**src/rtl/stw_pkg.sv**
```systemverilog
package stw_pkg;
  localparam int ST_INTA  = 0;
  localparam int ST_WR_N  = 1;
  localparam int ST_OUT   = 4;
  localparam int ST_INP   = 6;
  localparam int ST_MEMR  = 7;

  typedef enum logic [1:0] {
    PH_IDLE = 2'd0,
    PH_ADDR = 2'd1,
    PH_WAIT = 2'd2,
    PH_XFER = 2'd3
  } phase_e;

  typedef struct packed {
    logic mem_rd;
    logic mem_wr;
    logic io_rd;
    logic io_wr;
    logic inta;
  } strobe_t;
endpackage

```
**src/rtl/stw_status_latch.sv**
```systemverilog
module stw_status_latch
  import stw_pkg::*;
#(
  parameter int          AW       = 16,
  parameter int          DW       = 8,
  parameter logic [AW-1:0] EXT_BASE = 16'hC000
) (
  input  logic          clk,
  input  logic          rst_n,
  input  logic          sync_i,
  input  logic [DW-1:0] data_i,
  input  logic [AW-1:0] addr_i,
  output logic [DW-1:0] stat_q_o,
  output logic          need_wait_o
);
  logic [DW-1:0] stat_q, stat_d;
  logic          mem_acc;

  always_comb begin
    stat_d = stat_q;
    if (sync_i) stat_d = data_i;
  end

  always_ff @(posedge clk or negedge rst_n) begin
    if (!rst_n) stat_q <= '0;
    else        stat_q <= stat_d;
  end

  always_comb begin
    mem_acc     = data_i[ST_MEMR] | (~data_i[ST_WR_N] & ~data_i[ST_OUT]);
    need_wait_o = data_i[ST_INTA] | (mem_acc & (addr_i >= EXT_BASE));
  end

  assign stat_q_o = stat_q;


  stat_capture_chk: assert property (@(posedge clk) disable iff (!rst_n)
    sync_i |=> (stat_q == $past(data_i)));
endmodule

```
**src/rtl/stw_wait_seq.sv**
```systemverilog
module stw_wait_seq
  import stw_pkg::*;
#(
  parameter int TMO_STATES = 16,
  localparam int CW = $clog2(TMO_STATES + 1)
) (
  input  logic   clk,
  input  logic   rst_n,
  input  logic   sync_i,
  input  logic   need_wait_i,
  input  logic   ack_i,
  output phase_e phase_o,
  output logic   ready_o,
  output logic   timeout_o
);
  phase_e        phase_q, phase_d;
  logic [CW-1:0] cnt_q, cnt_d;
  logic          tmo_q, tmo_d;
  logic          cnt_last;

  assign cnt_last = (cnt_q == CW'(TMO_STATES - 1));

  always_comb begin
    phase_d = phase_q;
    cnt_d   = cnt_q;
    tmo_d   = 1'b0;
    if (sync_i) begin
      phase_d = need_wait_i ? PH_WAIT : PH_ADDR;
      cnt_d   = '0;
    end else begin
      unique case (phase_q)
        PH_ADDR: phase_d = PH_XFER;
        PH_WAIT: begin
          if (ack_i) begin
            phase_d = PH_XFER;
          end else if (cnt_last) begin
            phase_d = PH_XFER;
            tmo_d   = 1'b1;
          end else begin
            cnt_d = cnt_q + 1'b1;
          end
        end
        default: phase_d = phase_q;
      endcase
    end
  end

  always_ff @(posedge clk or negedge rst_n) begin
    if (!rst_n) begin
      phase_q <= PH_IDLE;
      cnt_q   <= '0;
      tmo_q   <= 1'b0;
    end else begin
      phase_q <= phase_d;
      cnt_q   <= cnt_d;
      tmo_q   <= tmo_d;
    end
  end

  assign phase_o   = phase_q;
  assign ready_o   = (phase_q != PH_WAIT);
  assign timeout_o = tmo_q;


  wait_bound_chk: assert property (@(posedge clk) disable iff (!rst_n)
    cnt_q < CW'(TMO_STATES));

  tmo_single_chk: assert property (@(posedge clk) disable iff (!rst_n)
    timeout_o |=> !timeout_o);

  tmo_ready_chk: assert property (@(posedge clk) disable iff (!rst_n)
    timeout_o |-> ready_o);

  ack_release_chk: assert property (@(posedge clk) disable iff (!rst_n)
    (!ready_o && ack_i && !sync_i) |=> (ready_o && !timeout_o));
endmodule

```
**src/rtl/stw_strobe_dec.sv**
```systemverilog
module stw_strobe_dec
  import stw_pkg::*;
#(
  parameter int DW = 8
) (
  input  phase_e        phase_i,
  input  logic [DW-1:0] stat_i,
  output strobe_t       strb_o
);
  logic xfer;

  assign xfer = (phase_i == PH_XFER);

  always_comb begin
    strb_o        = '0;
    strb_o.mem_rd = xfer & stat_i[ST_MEMR];
    strb_o.mem_wr = xfer & ~stat_i[ST_WR_N] & ~stat_i[ST_OUT];
    strb_o.io_rd  = xfer & stat_i[ST_INP];
    strb_o.io_wr  = xfer & stat_i[ST_OUT] & ~stat_i[ST_WR_N];
    strb_o.inta   = xfer & stat_i[ST_INTA];
  end
endmodule

```
**src/rtl/cpu_status_wait_ctrl.sv**
```systemverilog
module cpu_status_wait_ctrl
  import stw_pkg::*;
#(
  parameter int              AW         = 16,
  parameter int              DW         = 8,
  parameter logic [AW-1:0]   EXT_BASE   = 16'hC000,
  parameter int              TMO_STATES = 16
) (
  input  logic          clk,
  input  logic          rst_n,
  input  logic          sync_i,
  input  logic [DW-1:0] data_i,
  input  logic [AW-1:0] addr_i,
  input  logic          ack_i,
  output logic          ready_o,
  output logic          mem_rd_o,
  output logic          mem_wr_o,
  output logic          io_rd_o,
  output logic          io_wr_o,
  output logic          inta_o,
  output logic          timeout_o
);
  logic [1:0]    rst_pipe;
  logic          rst_int_n;
  logic [DW-1:0] stat_q;
  logic          need_wait;
  phase_e        phase;
  strobe_t       strb;

  always_ff @(posedge clk or negedge rst_n) begin
    if (!rst_n) rst_pipe <= 2'b00;
    else        rst_pipe <= {rst_pipe[0], 1'b1};
  end
  assign rst_int_n = rst_pipe[1];

  stw_status_latch #(.AW(AW), .DW(DW), .EXT_BASE(EXT_BASE)) u_latch (
    .clk        (clk),
    .rst_n      (rst_int_n),
    .sync_i     (sync_i),
    .data_i     (data_i),
    .addr_i     (addr_i),
    .stat_q_o   (stat_q),
    .need_wait_o(need_wait)
  );

  stw_wait_seq #(.TMO_STATES(TMO_STATES)) u_seq (
    .clk        (clk),
    .rst_n      (rst_int_n),
    .sync_i     (sync_i),
    .need_wait_i(need_wait),
    .ack_i      (ack_i),
    .phase_o    (phase),
    .ready_o    (ready_o),
    .timeout_o  (timeout_o)
  );

  stw_strobe_dec #(.DW(DW)) u_dec (
    .phase_i(phase),
    .stat_i (stat_q),
    .strb_o (strb)
  );

  assign mem_rd_o = strb.mem_rd;
  assign mem_wr_o = strb.mem_wr;
  assign io_rd_o  = strb.io_rd;
  assign io_wr_o  = strb.io_wr;
  assign inta_o   = strb.inta;


  no_strobe_in_wait_chk: assert property (@(posedge clk) disable iff (!rst_int_n)
    !ready_o |-> (strb == '0));

  wait_after_sync_chk: assert property (@(posedge clk) disable iff (!rst_int_n)
    $fell(ready_o) |-> $past(sync_i));

  addr_state_quiet_chk: assert property (@(posedge clk) disable iff (!rst_int_n)
    sync_i |=> (strb == '0));
endmodule

```
**config.mk**
```make
export PLATFORM = sky130hd
export DESIGN_NAME = cpu_status_wait_ctrl
export DESIGN_NICKNAME = d
export VERILOG_FILES = /design/src/rtl/stw_pkg.sv /design/src/rtl/stw_status_latch.sv /design/src/rtl/stw_wait_seq.sv /design/src/rtl/stw_strobe_dec.sv /design/src/rtl/cpu_status_wait_ctrl.sv
export SDC_FILE = /design/constraint.sdc
export NUM_CORES = 1
export LEC_CHECK = 0
export ABC_AREA = 1
export ABC_CLOCK_PERIOD_IN_PS = 900
export BUFFER_PORTS_ARGS = -buffer_cell sky130_fd_sc_hd__buf_2
export CAP_MARGIN = 15
export CELL_PAD_IN_SITES_DETAIL_PLACEMENT = 0
export CELL_PAD_IN_SITES_GLOBAL_PLACEMENT = 1
export CORE_MARGIN = 2
export CORE_UTILIZATION = 33
export CTS_CLUSTER_SIZE = 25
export DETAILED_ROUTE_END_ITERATION = 8
export PLACE_DENSITY = 0.81
export SETUP_SLACK_MARGIN = 0.1
export SKIP_CTS_REPAIR_TIMING = 1
export SYNTH_ARGS = -nofsm -noshare
export SYNTH_HDL_FRONTEND = slang
export SYNTH_HIERARCHICAL = 1
export SYNTH_SLANG_ARGS = --single-unit
```
**constraint.sdc**
```tcl
create_clock -name clk -period 0.9 [get_ports clk]
set_input_delay 0.09 -clock clk [delete_from_list [all_inputs] [get_ports clk]]
set_output_delay 0.09 -clock clk [all_outputs]
set_load 0.005 [all_outputs]
```
== Word level (Yosys, flattened, before mapping) ==
Index checks and enable logic that the tools add are counted.

* Register bits: 18
* Bits in latches: 0
* Memory bits (writable): 0
* Bits in read-only memories: 0
* Output and inout port bits: 7
* Memories kept: 0

* $add $sub $neg: 1
* $mul: 0
* Divide/modulo/power cells: 0
* Magnitude comparators: 1
* Equality and inequality tests: 8
* Shift-type cells: 0
* Mux-type cells: 13
* Bitwise logic cells: 15
* Reduce and logical (&&, ||, !) cells: 4

{| class="wikitable"
|+ Operators with widths
! operator !! number
|-
| two-way mux 5 bit || 4
|-
| greater-or-equal comparator 16 bit (second input constant) || 1
|-
| AND 1 bit || 9
|-
| two-way mux 2 bit || 4
|-
| != test 2 bit (second input constant) || 3
|-
| adder 5 x 1 -> 5 bit (second input constant) || 1
|-
| equality test 5 x 4 -> 1 bit (second input constant) || 1
|-
| equality test 2 bit (second input constant) || 2
|-
| two-way mux 1 bit || 4
|-
| != test 4 x 3 -> 1 bit (second input constant) || 1
|-
| inverter 1 bit || 4
|-
| case mux 2 bit (2 select lines) || 1
|-
| AND reduction 3 bit || 1
|-
| nonzero test 3 bit || 1
|-
| equality test 2 x 1 -> 1 bit (second input constant) || 1
|-
| OR 1 bit || 2
|-
| AND reduction 2 bit || 1
|-
| nonzero test 2 bit || 1
|}

== Logic depth before layout (Yosys ltp) ==
* Depth in word-level cells: 7
* Depth in mapped cells: 9

== Cells and area by module ==
The synthesis kept the hierarchy.

{| class="wikitable"
|+ Modules (own cells, without submodules)
! module !! times used !! cells an instance !! area an instance (um^2) !! sequential area each (um^2)
|-
| stw_wait_seq || 1 || 58 || 450.4 || 200.2
|-
| stw_status_latch || 1 || 38 || 331.6 || 200.2
|-
| cpu_status_wait_ctrl || 1 || 3 || 53.8 || 50.0
|-
| stw_strobe_dec || 1 || 10 || 47.5 || 0.0
|}

== Worst setup path before layout ==
OpenSTA, ideal clock, no wires.

* Path kind: flip-flop to flip-flop
* From: reg u_seq.cnt_q[0]
* To: reg u_seq.cnt_q[3]
* Library setup time: 0.065 ns
* Arrival: 1.345 ns
* Path slack: -0.510 ns
* Stages on the path, launching flop included: 10
* Clock period less this slack: 1.410 ns
* Cell sequence: dfrtp_1 > ha_1 > nand2_1 > nor2_1 > ha_1 > inv_1 > nand3_1 > nor2_4 > nand3_1 > nand2_1

* Word-level cells in the longest chain between the ends: 5
* Elaborated cells between the ends (all ways): 8
* Those cells by class: 1 x add/sub; 2 x eq/ne; 4 x mux; 1 x reduce/logical

{| class="wikitable"
|+ RTL lines
! element !! RTL line !! text
|-
| from (decl) || stw_wait_seq.sv:17 || <nowiki>logic [CW-1:0] cnt_q, cnt_d;</nowiki>
|-
| from (signal assigned) || stw_wait_seq.sv:55 || <nowiki>cnt_q <= cnt_d;</nowiki>
|-
| adder 5 x 1 -> 5 bit || stw_wait_seq.sv:40 || <nowiki>cnt_d = cnt_q + 1'b1;</nowiki>
|-
| two-way mux 5 bit || stw_wait_seq.sv:36 || <nowiki>end else if (cnt_last) begin</nowiki>
|-
| two-way mux 5 bit || stw_wait_seq.sv:34 || <nowiki>if (ack_i) begin</nowiki>
|-
| two-way mux 5 bit || stw_wait_seq.sv:31 || <nowiki>unique case (phase_q)</nowiki>
|-
| two-way mux 5 bit || stw_wait_seq.sv:27 || <nowiki>if (sync_i) begin</nowiki>
|}

Parallel ways exist; a longest one is shown, timed or not. The select of a mux whose other input is x is not followed.
A chain may end at the register's enable or synchronous reset.

== Worst setup path in the final report ==
* From: reg u_seq.cnt_q[0]
* To: reg u_seq.cnt_q[2]

Same word-level chain as after synthesis.

==> results_tabular.tex <==
\begin{tabular}{lr}
\hline
Metric & Value \\
\hline
\multicolumn{2}{l}{\textbf{Clock tree}} \\
\quad Clock-pin slew reported for the worst setup and hold paths after clock tree synthesis & roughly 90 ps \\
\quad Deepest level of the CTS H-tree & 1 \\
\quad Number of clock sinks & 15 \\
\quad Largest buffer count on any clock path & 2 \\
\quad CTS tree & done \\
\quad Root buffer selected by CTS & sky130\_fd\_sc\_hd\_\_clkbuf\_4 \\
\quad Later-pin clock latency in the skew report & about 290 ps \\
\quad Total clock buffers created by CTS & 3 \\
\multicolumn{2}{l}{\textbf{Yosys}} \\
\quad Nets in the synthesized netlist & approximately 130 \\
\quad Instance count of the mapped netlist & between 90 and 100 \\
\quad Total number of yosys warnings & 6 \\
\quad Post-synthesis instance area & 770.7 um2 \\
\quad Average size of a mapped cell & 7.946 um2 \\
\multicolumn{2}{l}{\textbf{Worst setup path}} \\
\quad Worst EP arrival & $\sim$1600 ps \\
\quad Register-to-register path setup slack & -450 ps \\
\quad Nature of the critical path startpoint & register \\
\quad Critical path class & register to register \\
\quad Count of cells along the worst register-to-register path & 9 \\
\quad Required @ worst endpoint & 1130 ps \\
\quad Nature of the critical path endpoint & register \\
\quad Critical path fanouts, max & 5 \\
\quad Launching element of the worst setup path & u\_seq/cnt\_q[0]\$\_DFFE\_PN0P\_ \\
\quad Worst reg2reg path startpoint & u\_seq/cnt\_q[0]\$\_DFFE\_PN0P\_ \\
\quad Reg-to-reg critical path endpoint & u\_seq/cnt\_q[2]\$\_DFFE\_PN0P\_ \\
\multicolumn{2}{l}{\textbf{GRT}} \\
\quad Number of global-route vias before repair & 667 \\
\quad Global-route wire length before repair & 2718 um \\
\quad Number of antenna violations at the first check in global routing & 0 \\
\quad Maximum number of pins on one net before global-route repair & 14 \\
\quad Overall global routing resource usage & 13.86\% \\
\quad GRT overflow & 0 \\
\multicolumn{2}{l}{\textbf{Drt}} \\
\quad TritonRoute pass-1 iters & 4 \\
\quad Avg Vias per Cell & about 4.5 \\
\quad Drt initial violations & 6 \\
\quad DRC errors left & 0 \\
\quad Final antenna-violating net count & 0 \\
\quad Total length of routed wires & 1644 um \\
\quad Via count & 718 \\
\quad Mean routed wirelength per cell & 10.28 um \\
\multicolumn{2}{l}{\textbf{Min path}} \\
\quad Instance count along the most critical hold path & 3 \\
\quad Launch instance of the worst min-delay path & data\_i[6] \\
\quad Worst hold endpoint & u\_latch/stat\_q\_o[6]\$\_DFFE\_PN0P\_ \\
\quad Type of the worst min-delay path & input pin to register \\
\multicolumn{2}{l}{\textbf{Die}} \\
\quad Top-level I/O count & 35 \\
\quad Die X & 52.33 um \\
\quad Total Die Area & 0.002738 mm2 \\
\quad Initial cell density of the core & 34.84\% \\
\quad Total core area & 0.002212 mm2 \\
\quad Standard-cell row count & 17 \\
\quad Die height & roughly 52 um \\
\multicolumn{2}{l}{\textbf{STA}} \\
\quad Final worst clock skew & 4.606 ps \\
\quad Worst Setup Slack, final & -450.3 ps \\
\quad Number of pins exceeding their max-slew limit in the final report & 0 \\
\quad Final Hold Fails & 0 \\
\quad Final-report setup violation count & 14 \\
\quad Shortest period the worst path allows & 1350 ps \\
\quad Hold Slack & $\sim$15 ps \\
\quad Fin crit share & 150.0\% \\
\quad Top achievable clock speed & 740.6 MHz \\
\quad RSZ-0062 raised after global routing & yes \\
\multicolumn{2}{l}{\textbf{Power and ir drop}} \\
\quad Clock network fraction of design power & 25.7\% \\
\quad Sw Pwr & 0.4604 mW \\
\quad Sw frac & 29.97\% \\
\quad Power density normalized to cell area & 1427 mW/mm2 \\
\quad Worst supply voltage drop on vdd & between 0.0007 and 0.0008 V \\
\quad Design internal power & 1.076 mW \\
\quad Combinational share of power & 24.7\% \\
\quad Fraction of power consumed by sequential logic & between 40\% and 50\% \\
\quad Static Leak & $\sim$0.60 nW \\
\quad Sum of internal, switching and leakage power & 1.536 mW \\
\multicolumn{2}{l}{\textbf{Layout}} \\
\quad Fraction of final layout cells sized beyond drive strength 1 & 40.91\% \\
\quad \# diodes & 0 \\
\quad Nets@finish & 163 \\
\quad Layout area overhead & 39.61\% \\
\multicolumn{2}{l}{\textbf{Placed design}} \\
\quad Sum of net half-perimeters after detailed placement & 1251 um \\
\quad Buffers on Ports & 17 \\
\quad Gp weighted congestion & 0.8145 \\
\quad Post-placement setup slack & -473.1 ps \\
\multicolumn{2}{l}{\textbf{Outcome}} \\
\quad Outcome & complete, but fails checks \\
\quad Violations in the final reports & negative setup slack \\
\multicolumn{2}{l}{\textbf{Flow run}} \\
\quad Max-cap violation count & 0 \\
\hline
\end{tabular}
worst max-delay path by stage:
stage,endpoint
2_1_floorplan,u_seq/cnt_q[3]$_DFFE_PN0P_
3_3_place_gp,u_seq/cnt_q[3]$_DFFE_PN0P_
3_5_place_dp,u_seq/cnt_q[3]$_DFFE_PN0P_
4_1_cts,u_seq/cnt_q[3]$_DFFE_PN0P_
5_1_grt,u_seq/cnt_q[2]$_DFFE_PN0P_
6_report,u_seq/cnt_q[2]$_DFFE_PN0P_
registers in the layout, summed over array words and instances, names as in the netlist:
register and cells:
rst_pipe 2, u_latch/stat_q_o 5, u_seq/cnt_q 5, u_seq/phase_o 2, u_seq/timeout_o 1
layout make-up:
class	instances	area, um2
clock buffers	4	26.28
fillers	237	1136
inverters	20	80.08
multi-input cells	61	346.6
flip-flops and latches	15	377.9
well taps	28	35.03
repair buffers	32	210.2
metrics by stage:
step	utilization, %	std cells	area (um2)	TNS [ps]
5_1_grt	48.64	160	1076	-5675
4_1_cts	45.14	156	998.5	-5221
6_report	48.64	160	1076	-4723
2_1_floorplan	-	97	780.7	-2486
3_3_place_gp	43.95	152	972.2	-2773
3_5_place_dp	43.95	152	972.2	-3157
critical path, stage by stage (launching register included):
cell,delay [ps]
sky130_fd_sc_hd__dfrtp_1,400
sky130_fd_sc_hd__ha_2,190
sky130_fd_sc_hd__nand2_1,60
sky130_fd_sc_hd__nor2_1,40
sky130_fd_sc_hd__ha_2,170
sky130_fd_sc_hd__inv_4,60
sky130_fd_sc_hd__nand3_2,70
sky130_fd_sc_hd__nor2_4,150
sky130_fd_sc_hd__nand2_1,80
sky130_fd_sc_hd__nand2_1,70
placed cells by master, fill, tap and decap left out:
| cell type | n |
|---|---|
| sky130_fd_sc_hd__nor2_4 | 1 |
| sky130_fd_sc_hd__buf_4 | 13 |
| sky130_fd_sc_hd__buf_6 | 2 |
| sky130_fd_sc_hd__nand2_1 | 20 |
| sky130_fd_sc_hd__conb_1 | 1 |
| sky130_fd_sc_hd__inv_2 | 2 |
| sky130_fd_sc_hd__clkbuf_4 | 3 |
| sky130_fd_sc_hd__nand2_4 | 1 |
| sky130_fd_sc_hd__inv_1 | 16 |
| sky130_fd_sc_hd__dfrtp_2 | 2 |
| sky130_fd_sc_hd__nand3_1 | 10 |
| sky130_fd_sc_hd__inv_4 | 2 |
| sky130_fd_sc_hd__o21ai_0 | 5 |
| sky130_fd_sc_hd__nor2_2 | 2 |
| sky130_fd_sc_hd__nand2_2 | 1 |
| sky130_fd_sc_hd__nand4_1 | 1 |
| sky130_fd_sc_hd__nor2_1 | 7 |
| sky130_fd_sc_hd__dfrtp_1 | 13 |
| sky130_fd_sc_hd__clkbuf_1 | 1 |
| sky130_fd_sc_hd__buf_2 | 16 |
| sky130_fd_sc_hd__dlygate4sd3_1 | 1 |
| sky130_fd_sc_hd__ha_2 | 2 |
| sky130_fd_sc_hd__a21oi_1 | 2 |
| sky130_fd_sc_hd__nand3_2 | 5 |
| sky130_fd_sc_hd__nor3_2 | 2 |
| sky130_fd_sc_hd__xor2_1 | 1 |
metal layers:
layer,part of all wire (%),global-route usage [%],vias to the layer above
li1,-,-,369
met1,46,16.79,329
met2,49,22.08,14
met3,2.7,2.571,6
met4,2.1,9.402,0
met5,0,0,-
power groups by stage:
stage / logic (mW) / clock network [mW] / registers [mW]
finish: 0.379 / 0.395 / 0.762
floorplan: 0.159 / 0 / 0.778
global route: 0.427 / 0.428 / 0.770
global placement: 0.315 / 0 / 0.770
detailed placement: 0.320 / 0 / 0.774
CTS: 0.321 / 0.412 / 0.761
Note: power is estimated with default switching activity, not from simulation.
